<file path="src/rtl/twi_cmd_front.sv">
module twi_cmd_front #(
  parameter int PW = 4,
  parameter logic [3:0] MEM_TYPE = 4'b1010,
  parameter logic [3:0] PROT_TYPE = 4'b0110
) (
  input  logic       clk,
  input  logic       rst_n,
  input  logic       scl_i,
  input  logic       sda_i,
  input  logic [2:0] strap_i,
  input  logic       busy_i,
  input  logic [7:0] rd_data_i,
  output logic       sda_pull_o,
  output logic [7:0] addr_o,
  output logic       byte_stb_o,
  output logic [7:0] byte_data_o,
  output logic       cmd_stb_o,
  output logic [2:0] cmd_kind_o,
  output logic [7:0] cmd_addr_o,
  output logic       active_o
);
  localparam logic [2:0] K_BYTE = 3'd1, K_PAGE = 3'd2, K_CUR = 3'd3, K_RND = 3'd4, K_PROT = 3'd5;
  typedef enum logic [2:0] {S_IDLE, S_ADDR, S_WADR, S_WDAT, S_RDAT, S_WAIT} st_t;

  logic [1:0] scl_s, sda_s;
  logic       scl_q, sda_q;
  st_t        st;
  logic [3:0] bitc;
  logic [7:0] sr, tx, ptr;
  logic [1:0] nb;
  logic       prot, dummy, mack;

  wire scl_r     = scl_s[1];
  wire sda_r     = sda_s[1];
  wire scl_rise  = scl_r & ~scl_q;
  wire scl_fall  = ~scl_r & scl_q;
  wire start_det = scl_r & scl_q & sda_q & ~sda_r;
  wire stop_det  = scl_r & scl_q & ~sda_q & sda_r;
  wire is_prot   = sr[7:4] == PROT_TYPE;
  wire accept    = (sr[3:1] == strap_i) && !busy_i &&
                   ((sr[7:4] == MEM_TYPE) || (is_prot && !sr[0]));
  wire [7:0] wnext = (nb == 2'd0) ? ptr : {ptr[7:PW], ptr[PW-1:0] + 1'b1};

  assign addr_o      = ptr;
  assign byte_data_o = sr;
  assign active_o    = (st == S_WADR) || (st == S_WDAT) || (st == S_RDAT);

  always_ff @(posedge clk) begin
    if (!rst_n) begin
      scl_s <= 2'b11; sda_s <= 2'b11; scl_q <= 1'b1; sda_q <= 1'b1;
      st <= S_IDLE; bitc <= '0; sr <= '0; tx <= '0; ptr <= '0; nb <= '0;
      prot <= 1'b0; dummy <= 1'b0; mack <= 1'b1; sda_pull_o <= 1'b0;
      byte_stb_o <= 1'b0; cmd_stb_o <= 1'b0; cmd_kind_o <= '0; cmd_addr_o <= '0;
    end else begin
      scl_s <= {scl_s[0], scl_i}; sda_s <= {sda_s[0], sda_i};
      scl_q <= scl_r; sda_q <= sda_r;
      byte_stb_o <= 1'b0; cmd_stb_o <= 1'b0;
      if (start_det) begin
        st <= S_ADDR; bitc <= '0; nb <= '0; sda_pull_o <= 1'b0;
      end else if (stop_det) begin
        if (st == S_WDAT && nb != 2'd0) begin
          cmd_stb_o  <= 1'b1;
          cmd_kind_o <= prot ? K_PROT : (nb == 2'd1 ? K_BYTE : K_PAGE);
          cmd_addr_o <= ptr;
        end
        st <= S_IDLE; dummy <= 1'b0; sda_pull_o <= 1'b0;
      end else if (st != S_IDLE && st != S_WAIT) begin
        if (scl_rise) begin
          if (bitc < 4'd8) sr <= {sr[6:0], sda_r};
          if (bitc == 4'd8) mack <= sda_r;
          if (bitc != 4'd9) bitc <= bitc + 4'd1;
        end else if (scl_fall) begin
          if (bitc == 4'd8) begin
            case (st)
              S_ADDR: if (accept) begin
                sda_pull_o <= 1'b1; prot <= is_prot;
                if (sr[0]) begin
                  tx <= rd_data_i; ptr <= ptr + 8'd1; dummy <= 1'b0;
                  cmd_stb_o <= 1'b1; cmd_kind_o <= dummy ? K_RND : K_CUR; cmd_addr_o <= ptr;
                end
              end else st <= S_WAIT;
              S_WADR: begin
                sda_pull_o <= 1'b1; dummy <= !prot;
                if (!prot) ptr <= sr;
              end
              S_WDAT: begin
                sda_pull_o <= 1'b1; dummy <= 1'b0;
                nb <= (nb == 2'd2) ? nb : nb + 2'd1;
                if (!prot) begin ptr <= wnext; byte_stb_o <= 1'b1; end
              end
              default: sda_pull_o <= 1'b0;
            endcase
          end else if (bitc == 4'd9) begin
            bitc <= '0;
            case (st)
              S_ADDR: begin st <= sr[0] ? S_RDAT : S_WADR; sda_pull_o <= sr[0] & ~tx[7]; end
              S_WADR: begin st <= S_WDAT; sda_pull_o <= 1'b0; end
              S_RDAT: if (!mack) begin
                tx <= rd_data_i; ptr <= ptr + 8'd1; sda_pull_o <= ~rd_data_i[7];
              end else begin
                st <= S_WAIT; sda_pull_o <= 1'b0;
              end
              default: sda_pull_o <= 1'b0;
            endcase
          end else if (st == S_RDAT && bitc != 4'd0) begin
            sda_pull_o <= ~tx[6]; tx <= {tx[6:0], 1'b0};
          end
        end
      end
    end
  end

  AST_IDLE_QUIET: assert property (@(posedge clk) disable iff (!rst_n)
    (st == S_IDLE) |-> !sda_pull_o);
  AST_DRIVE_SCL_LOW: assert property (@(posedge clk) disable iff (!rst_n)
    (sda_pull_o != $past(sda_pull_o)) |-> !scl_r);
  AST_BUSY_SILENT: assert property (@(posedge clk) disable iff (!rst_n)
    (st == S_ADDR && bitc == 4'd8 && scl_fall && !start_det && !stop_det && busy_i) |=> (!sda_pull_o && !cmd_stb_o));
  AST_STB_EXCL: assert property (@(posedge clk) disable iff (!rst_n)
    $onehot0({cmd_stb_o, byte_stb_o}));
  AST_COMMIT_ON_STOP: assert property (@(posedge clk) disable iff (!rst_n)
    (cmd_stb_o && (cmd_kind_o == K_BYTE || cmd_kind_o == K_PAGE || cmd_kind_o == K_PROT)) |-> $past(stop_det));
endmodule

</file>
<file path="config.mk">
export PLATFORM = sky130hd
export DESIGN_NAME = twi_cmd_front
export DESIGN_NICKNAME = d
export VERILOG_FILES = /design/src/rtl/twi_cmd_front.sv
export SDC_FILE = /design/constraint.sdc
export NUM_CORES = 1
export LEC_CHECK = 0
export ABC_CLOCK_PERIOD_IN_PS = 3100
export BUFFER_PORTS_ARGS = -buffer_cell sky130_fd_sc_hd__buf_2
export CAP_MARGIN = 20
export CORE_UTILIZATION = 54
export CTS_CLUSTER_SIZE = 8
export DETAILED_ROUTE_END_ITERATION = 8
export PLACE_DENSITY = 0.82
export SLEW_MARGIN = 20
export SYNTH_ARGS = -nofsm -noshare
export SYNTH_HDL_FRONTEND = slang
export SYNTH_SLANG_ARGS = --single-unit
</file>
<file path="constraint.sdc">
create_clock -name clk -period 3.1 [get_ports clk]
set_input_delay 0.465 -clock clk [delete_from_list [all_inputs] [get_ports clk]]
set_output_delay 0.465 -clock clk [all_outputs]
set_load 0.02 [all_outputs]
</file>
==> results.sh, run 1 <==
export IMPL_status="finished clean"
export IMPL_grt_max_degree=40
export IMPL_fin_crit_sh_pct=81.12
export IMPL_numCtsBuffers=5
export IMPL_place_gp_congestion=0.9369
export IMPL_ys_ff_latch=56
export IMPL_wire_per_inst_um=15.90
export IMPL_synth_top_area_cell="dfxtp_1"
export IMPL_setup_tns_final_ns=0
export IMPL_synth_area_top_cells="dfxtp_1 35%, mux2i_1 9.6%, nand2_1 6.6%, ha_1 4.3%, mux2_2 3.5%"
export IMPL_cts_setup_buffers=0
export IMPL_crit_start="st[2]"
export IMPL_seqCellArea_um2=1121
export IMPL_synth_top_cell_area_share_pct=34.77
export IMPL_grt_setup_unrepaired="false"
export IMPL_synthCells=382
export IMPL_irDropWorstVdd_mv=0.2433
export IMPL_globalRouteMet3Util_pct=4.713
export IMPL_slew_viol_final=0
export IMPL_clock_sinks=56
export IMPL_switchingPower_uw=284.9
export IMPL_netlist_cell_type_count=60
export IMPL_grt_use_met2_pct=44.14
export IMPL_die_area_um2=6284
export IMPL_dp_slack_ns=0.6426
export IMPL_synth_area_um2=3224
export IMPL_antennaDiodeCount=0
export IMPL_p_sw_share_pct=21.99
export IMPL_busiest_layer="met2"
export IMPL_core_area_um2=5642
export IMPL_grt_pass1_wl_um=13010
export IMPL_yosysMostFrequentCell="nand2_1"
export IMPL_yosysWarningCount=0
export IMPL_drive_gt1_share_pct=19.24
export IMPL_internal_power_uw=1011
export IMPL_multi_input_area_um2=1961
export IMPL_power_frac_comb_pct=4.8
export IMPL_timing_rr_start="st[2]"
export IMPL_nets=447
export IMPL_initial_core_util_pct=57.15
export IMPL_synth_commonest_cells="57 x nand2_1, 56 x dfxtp_1, 31 x mux2i_1"
export IMPL_final_cell_area_um2=3625
export IMPL_period_minus_slack_ns=2.515
export IMPL_clock_skew_ns=0.009471
export IMPL_holdPathStages=2
export IMPL_syn_nets=409
export IMPL_drc=0
export IMPL_hold_buffers=0
export IMPL_setup_worst_path_start_class="flip-flop"
export IMPL_track_usage_pct=26.49
export IMPL_cts_tree="done"
export IMPL_cts_resized=0
export IMPL_clkPwrFrac_pct=38.8
export IMPL_wirelength_um=7839
export IMPL_drv_cap=0
export IMPL_setup_viol=0
export IMPL_area_delta_synth_final_pct=12.42
export IMPL_seq_area_frac_synth_pct=34.77
export IMPL_hpwl_um=5753
export IMPL_finalHoldViolCount=0
export IMPL_setup_slack_ns=0.5853
export IMPL_cts_root_buf="clkbuf_8"
export IMPL_htreeDepth=2
export IMPL_grt_ovfl_total=0
export IMPL_hp_start="sda_i"
export IMPL_pwr_share_seq_pct=56.4
export IMPL_antenna_found_initial=0
export IMPL_clk_pin_slew_worst_paths_ns=0.10
export IMPL_synth_edf_count=0
export IMPL_fillers=491
export IMPL_cp_max_fo=14
export IMPL_use_met1_pct=34.07
export IMPL_synth_main_ff_cell="dfxtp_1"
export IMPL_clock_latency_ns=0.32
export IMPL_power_leakage_uw=0.001505
export IMPL_cp_data_arrival_time_ns=2.76
export IMPL_async_flop_share_pct=0
export IMPL_dr_pass1_iters=5
export IMPL_hold_ws_ns=0.3299
export IMPL_viasPerCell=6.051
export IMPL_timing_fmax_mhz=397.7
export IMPL_placed_area_um2=3503
export IMPL_power_density_nw_per_um2=357.5
export IMPL_tightestPinTransition_ns=1.081
export IMPL_grt_pass1_vias=2745
export IMPL_syn_avg_cell_area_um2=8.441
export IMPL_die_y_um=79.27
export IMPL_num_rows=27
export IMPL_cts_buffer_depth=2
export IMPL_port_buffers=46
export IMPL_die_w_um=79.27
export IMPL_ioPinCount=47
export IMPL_cp_end_kind="flip-flop"
export IMPL_required_ns=3.34
export IMPL_dr_total_vias=2983
export IMPL_r2r_cells=5
export IMPL_drtIter0Drc=191
export IMPL_worstSetupPathType="reg2reg"
export IMPL_postRouteAntennaNets=0
export IMPL_slew_headroom_pct=27.83
export IMPL_hold_path_class="in2reg"
==> worst max-delay path, cell delays in order (launching register included) <==
cell and delay, ns:
dfxtp_1 0.58, or4b_4 0.54, and2_4 0.18, or3b_4 0.47, or4_1 0.52, a21oi_1 0.15
==> through the flow <==
stage / std cells / util, % / total power, uW
2_1_floorplan: 382 / - / 785.3
3_3_place_gp: 485 / 62.10 / 807.0
3_5_place_dp: 485 / 62.10 / 807.3
4_1_cts: 493 / 64.25 / 1307
5_1_grt: 493 / 64.25 / 1343
6_report: 493 / 64.25 / 1296
==> final timing paths <==
path               end  slack, ns
max          addr_o[3]       0.59
min           sda_s[0]       0.33
max reg2reg  addr_o[3]       0.59
min reg2reg   scl_s[1]       0.42
==> kinds of logic after synthesis <==
logic type / after synthesis / synth area share (%)
xor+xnor: 5 / 1.358
compound gates: 67 / 14.51
fa+ha+maj: 11 / 4.268
flops: 56 / 34.77
simple gates: 168 / 27.55
mux: 41 / 13.12
buf+inv: 34 / 4.424
==> area by class of cell <==
cell class	count	share of cell area (%)
clock inverters	2	1.070
well taps	72	2.485
multi-input cells	292	54.09
repair buffers	54	8.008
flip-flops and latches	56	30.93
inverters	11	1.139
clock buffers	6	2.278
==> state kept, by name, summed over array words and instances (netlist names), 2 cells and up <==
signal       cells
nb               2
sda_s            2
scl_s            2
tx               8
cmd_addr_o       8
st               3
byte_data_o      8
cmd_kind_o       3
bitc             4
addr_o           8
==> layer usage <==
metal | vias up | wire length (um)
li1 | 1443 | -
met1 | 1371 | 3436
met2 | 147 | 3709
met3 | 22 | 532
met4 | 0 | 161
met5 | - | 0
==> layout by cell type, fill, tap and decap left out, types with 3 or more instances in the layout <==
cell type	netlist	final
nand2_1	57	57
or4_1	5	5
o21ai_0	10	10
xnor2_1	4	4
nand3_1	6	6
o41ai_1	5	5
nor2b_1	4	4
nand2b_1	11	11
ha_1	11	11
nor3_1	8	8
and3_1	4	4
nor4_1	3	3
mux2_2	10	10
nor2_1	30	30
clkbuf_8	0	6
nand3b_1	7	7
a22oi_1	4	4
nand4_1	5	5
a31oi_1	4	4
o22ai_1	3	3
buf_4	0	8
nor3b_1	4	4
inv_1	10	10
o31ai_1	3	3
buf_2	0	46
or3_1	5	5
or3b_2	3	3
dfxtp_1	56	56
mux2i_1	31	31
a21oi_1	15	15
and2_1	4	4
==> power groups by stage <==
stage	clock network [uW]	registers, uW	logic (uW)
floorplan	0	742	43.6
global placement	0	746	60.7
detailed placement	0	747	60.8
CTS	516	730	61.3
global route	544	731	68.3
finish	503	730	62.2
Power figures use the tool's default switching activity.
==> inputs of run 2 (changes only) <==
--- a/config.mk
+++ b/config.mk
@@ -5,13 +5,13 @@
 export SDC_FILE = /design/constraint.sdc
 export NUM_CORES = 1
 export LEC_CHECK = 0
-export ABC_CLOCK_PERIOD_IN_PS = 3100
+export ABC_CLOCK_PERIOD_IN_PS = 2300
 export BUFFER_PORTS_ARGS = -buffer_cell sky130_fd_sc_hd__buf_2
 export CAP_MARGIN = 20
-export CORE_UTILIZATION = 54
+export CORE_UTILIZATION = 52
 export CTS_CLUSTER_SIZE = 8
 export DETAILED_ROUTE_END_ITERATION = 8
-export PLACE_DENSITY = 0.82
+export PLACE_DENSITY = 0.83
 export SLEW_MARGIN = 20
 export SYNTH_ARGS = -nofsm -noshare
 export SYNTH_HDL_FRONTEND = slang
==> constraint.sdc (replaced) <==
create_clock -name clk -period 2.3 [get_ports clk]
set_input_delay 0.345 -clock clk [delete_from_list [all_inputs] [get_ports clk]]
set_output_delay 0.345 -clock clk [all_outputs]
set_load 0.02 [all_outputs]
==> results.sh, run 2 (synthesis gave the netlist of run 1 again) <==
export IMPL_cts_buffer_depth=2
export IMPL_clock_latency_ns=0.31
export IMPL_irDropWorstVdd_mv=0.4266
export IMPL_status="finished clean"
export IMPL_holdPathStages=2
export IMPL_setup_viol=0
export IMPL_min_to="scl_s[0]"
export IMPL_drive_gt1_share_pct=25.62
export IMPL_required_ns=2.53
export IMPL_power_uw=1644
export IMPL_hold_buffers=0
export IMPL_nets=471
export IMPL_switchingPower_uw=387.2
export IMPL_mostFrequentLayoutCells="57 x nand2_1, 54 x dfxtp_1, 46 x buf_2"
export IMPL_drv_cap=0
export IMPL_internal_power_uw=1257
export IMPL_power_leakage_uw=0.001613
export IMPL_grt_pass1_wl_um=13230
export IMPL_num_rows=28
export IMPL_grt_setup_unrepaired="true"
export IMPL_pwr_share_seq_pct=59.5
export IMPL_cp_end_kind="flip-flop"
export IMPL_power_density_nw_per_um2=426.9
export IMPL_finalHoldViolCount=0
export IMPL_r2r_cells=5
export IMPL_clkPwrFrac_pct=34.5
export IMPL_cp_slowest_cell="or4b_4"
export IMPL_dr_total_vias=3131
export IMPL_cts_tree="done"
export IMPL_track_usage_pct=26.08
export IMPL_wirelength_um=8488
export IMPL_cts_root_buf="clkbuf_8"
export IMPL_die_w_um=80.75
export IMPL_port_buffers=46
export IMPL_setup_slack_ns=0.05541
export IMPL_hold_path_class="in2reg"
export IMPL_slew_viol_final=0
export IMPL_dr_pass1_iters=5
export IMPL_power_frac_comb_pct=6.1
export IMPL_antennaDiodeCount=0
export IMPL_die_y_um=80.75
export IMPL_drc=0
export IMPL_htreeDepth=2
export IMPL_setup_worst_path_start_class="flip-flop"
export IMPL_hp_start="scl_i"
export IMPL_core_area_um2=5956
export IMPL_p_sw_share_pct=23.55
export IMPL_viasPerCell=6.021
export IMPL_cp_max_fo=7
export IMPL_initial_core_util_pct=54.14
export IMPL_reg2reg_to="addr_o[5]"
export IMPL_postRouteAntennaNets=0
export IMPL_fin_crit_sh_pct=97.59
export IMPL_grt_max_degree=32
export IMPL_area_delta_synth_final_pct=19.44
export IMPL_ff2ff_setup_slack_ns=0.06
export IMPL_drtIter0Drc=229
export IMPL_hold_ws_ns=0.2144
export IMPL_antenna_found_initial=0
export IMPL_slew_headroom_pct=59.85
export IMPL_dp_slack_ns=-0.04649
export IMPL_cpPeakStageDelay_ns=0.57
export IMPL_tightestPinTransition_ns=0.5995
export IMPL_worstSetupPathType="reg2reg"
export IMPL_final_util_pct=64.66
export IMPL_timing_rr_start="mack"
export IMPL_place_gp_congestion=0.9938
export IMPL_grt_ovfl_total=0
export IMPL_wire_per_inst_um=16.32
export IMPL_clock_skew_ns=0.004933
export IMPL_cp_data_arrival_time_ns=2.48
export IMPL_clock_sinks=56
export IMPL_hpwl_um=6109
export IMPL_clk_pin_slew_worst_paths_ns=0.10
export IMPL_ioPinCount=47
export IMPL_setup_tns_final_ns=0
export IMPL_period_minus_slack_ns=2.245
export IMPL_timing_fmax_mhz=445.5
export IMPL_final_common_cell="nand2_1"
export IMPL_numCtsBuffers=5
export IMPL_grt_pass1_vias=2866
export IMPL_path_cells="or4b_4, and2_4, or3b_4, or4_1, a21oi_1"
export IMPL_die_area_um2=6520
==> run 2: worst max-delay path: cells and delay by family (launching register included) <==
family / cells / cell delay, ns
AO/OA/AOI/OAI: 1 / 0.14
flip-flops: 1 / 0.32
AND/OR/NAND/NOR: 4 / 1.71
==> run 2: repair_timing <==
item	in CTS	in global routing
gates cloned	0	1
resized for setup	2	10
endpoints found under the setup margin	4	18
setup buffers	2	1
pin swaps	0	2
==> run 2: metrics by stage <==
step                std cells  area, um^2
global route              520        3851
detailed placement        508        3670
finish                    520        3851
global placement          508        3670
CTS                       518        3790
floorplan                 382        3226
==> run 2: power groups by stage <==
stage                     Clock, uW  Combinational (uW)  Sequential [uW]
after floorplan                   0                59.1             1000
after global placement            0                95.0             1000
after detailed placement          0                96.4             1000
after CTS                       582                97.4              978
after global routing            620                 107              979
final                           567                99.9              978
==> run 2: area by class of cell <==
class	count	area, um^2
fill	553	2105
tap	75	93.84
multi-input combinational	293	2016
sequential	56	1124
clock inverter	2	15.01
inverter	11	41.29
clock buffer	6	82.58
timing repair buffer	77	479.2
==> run 2: routing by layer <==
metal,vias up,part of all wire (%),wire length (um),GRT usage (%)
li1,1502,-,-,-
met1,1463,42,3536,31.56
met2,145,49,4167,47.03
met3,21,7.1,606,4.270
met4,0,2.1,177,8.036
met5,-,0,0,0
==> run 2: how the worst max path moves through the flow <==
stage | start | end | cells past startpoint
after floorplan | st[1] | addr_o[4] | 7
after global placement | bitc[1] | addr_o[6] | 7
after detailed placement | bitc[1] | addr_o[5] | 7
after CTS | mack | addr_o[5] | 5
after global routing | bitc[1] | addr_o[3] | 7
final | mack | addr_o[5] | 5
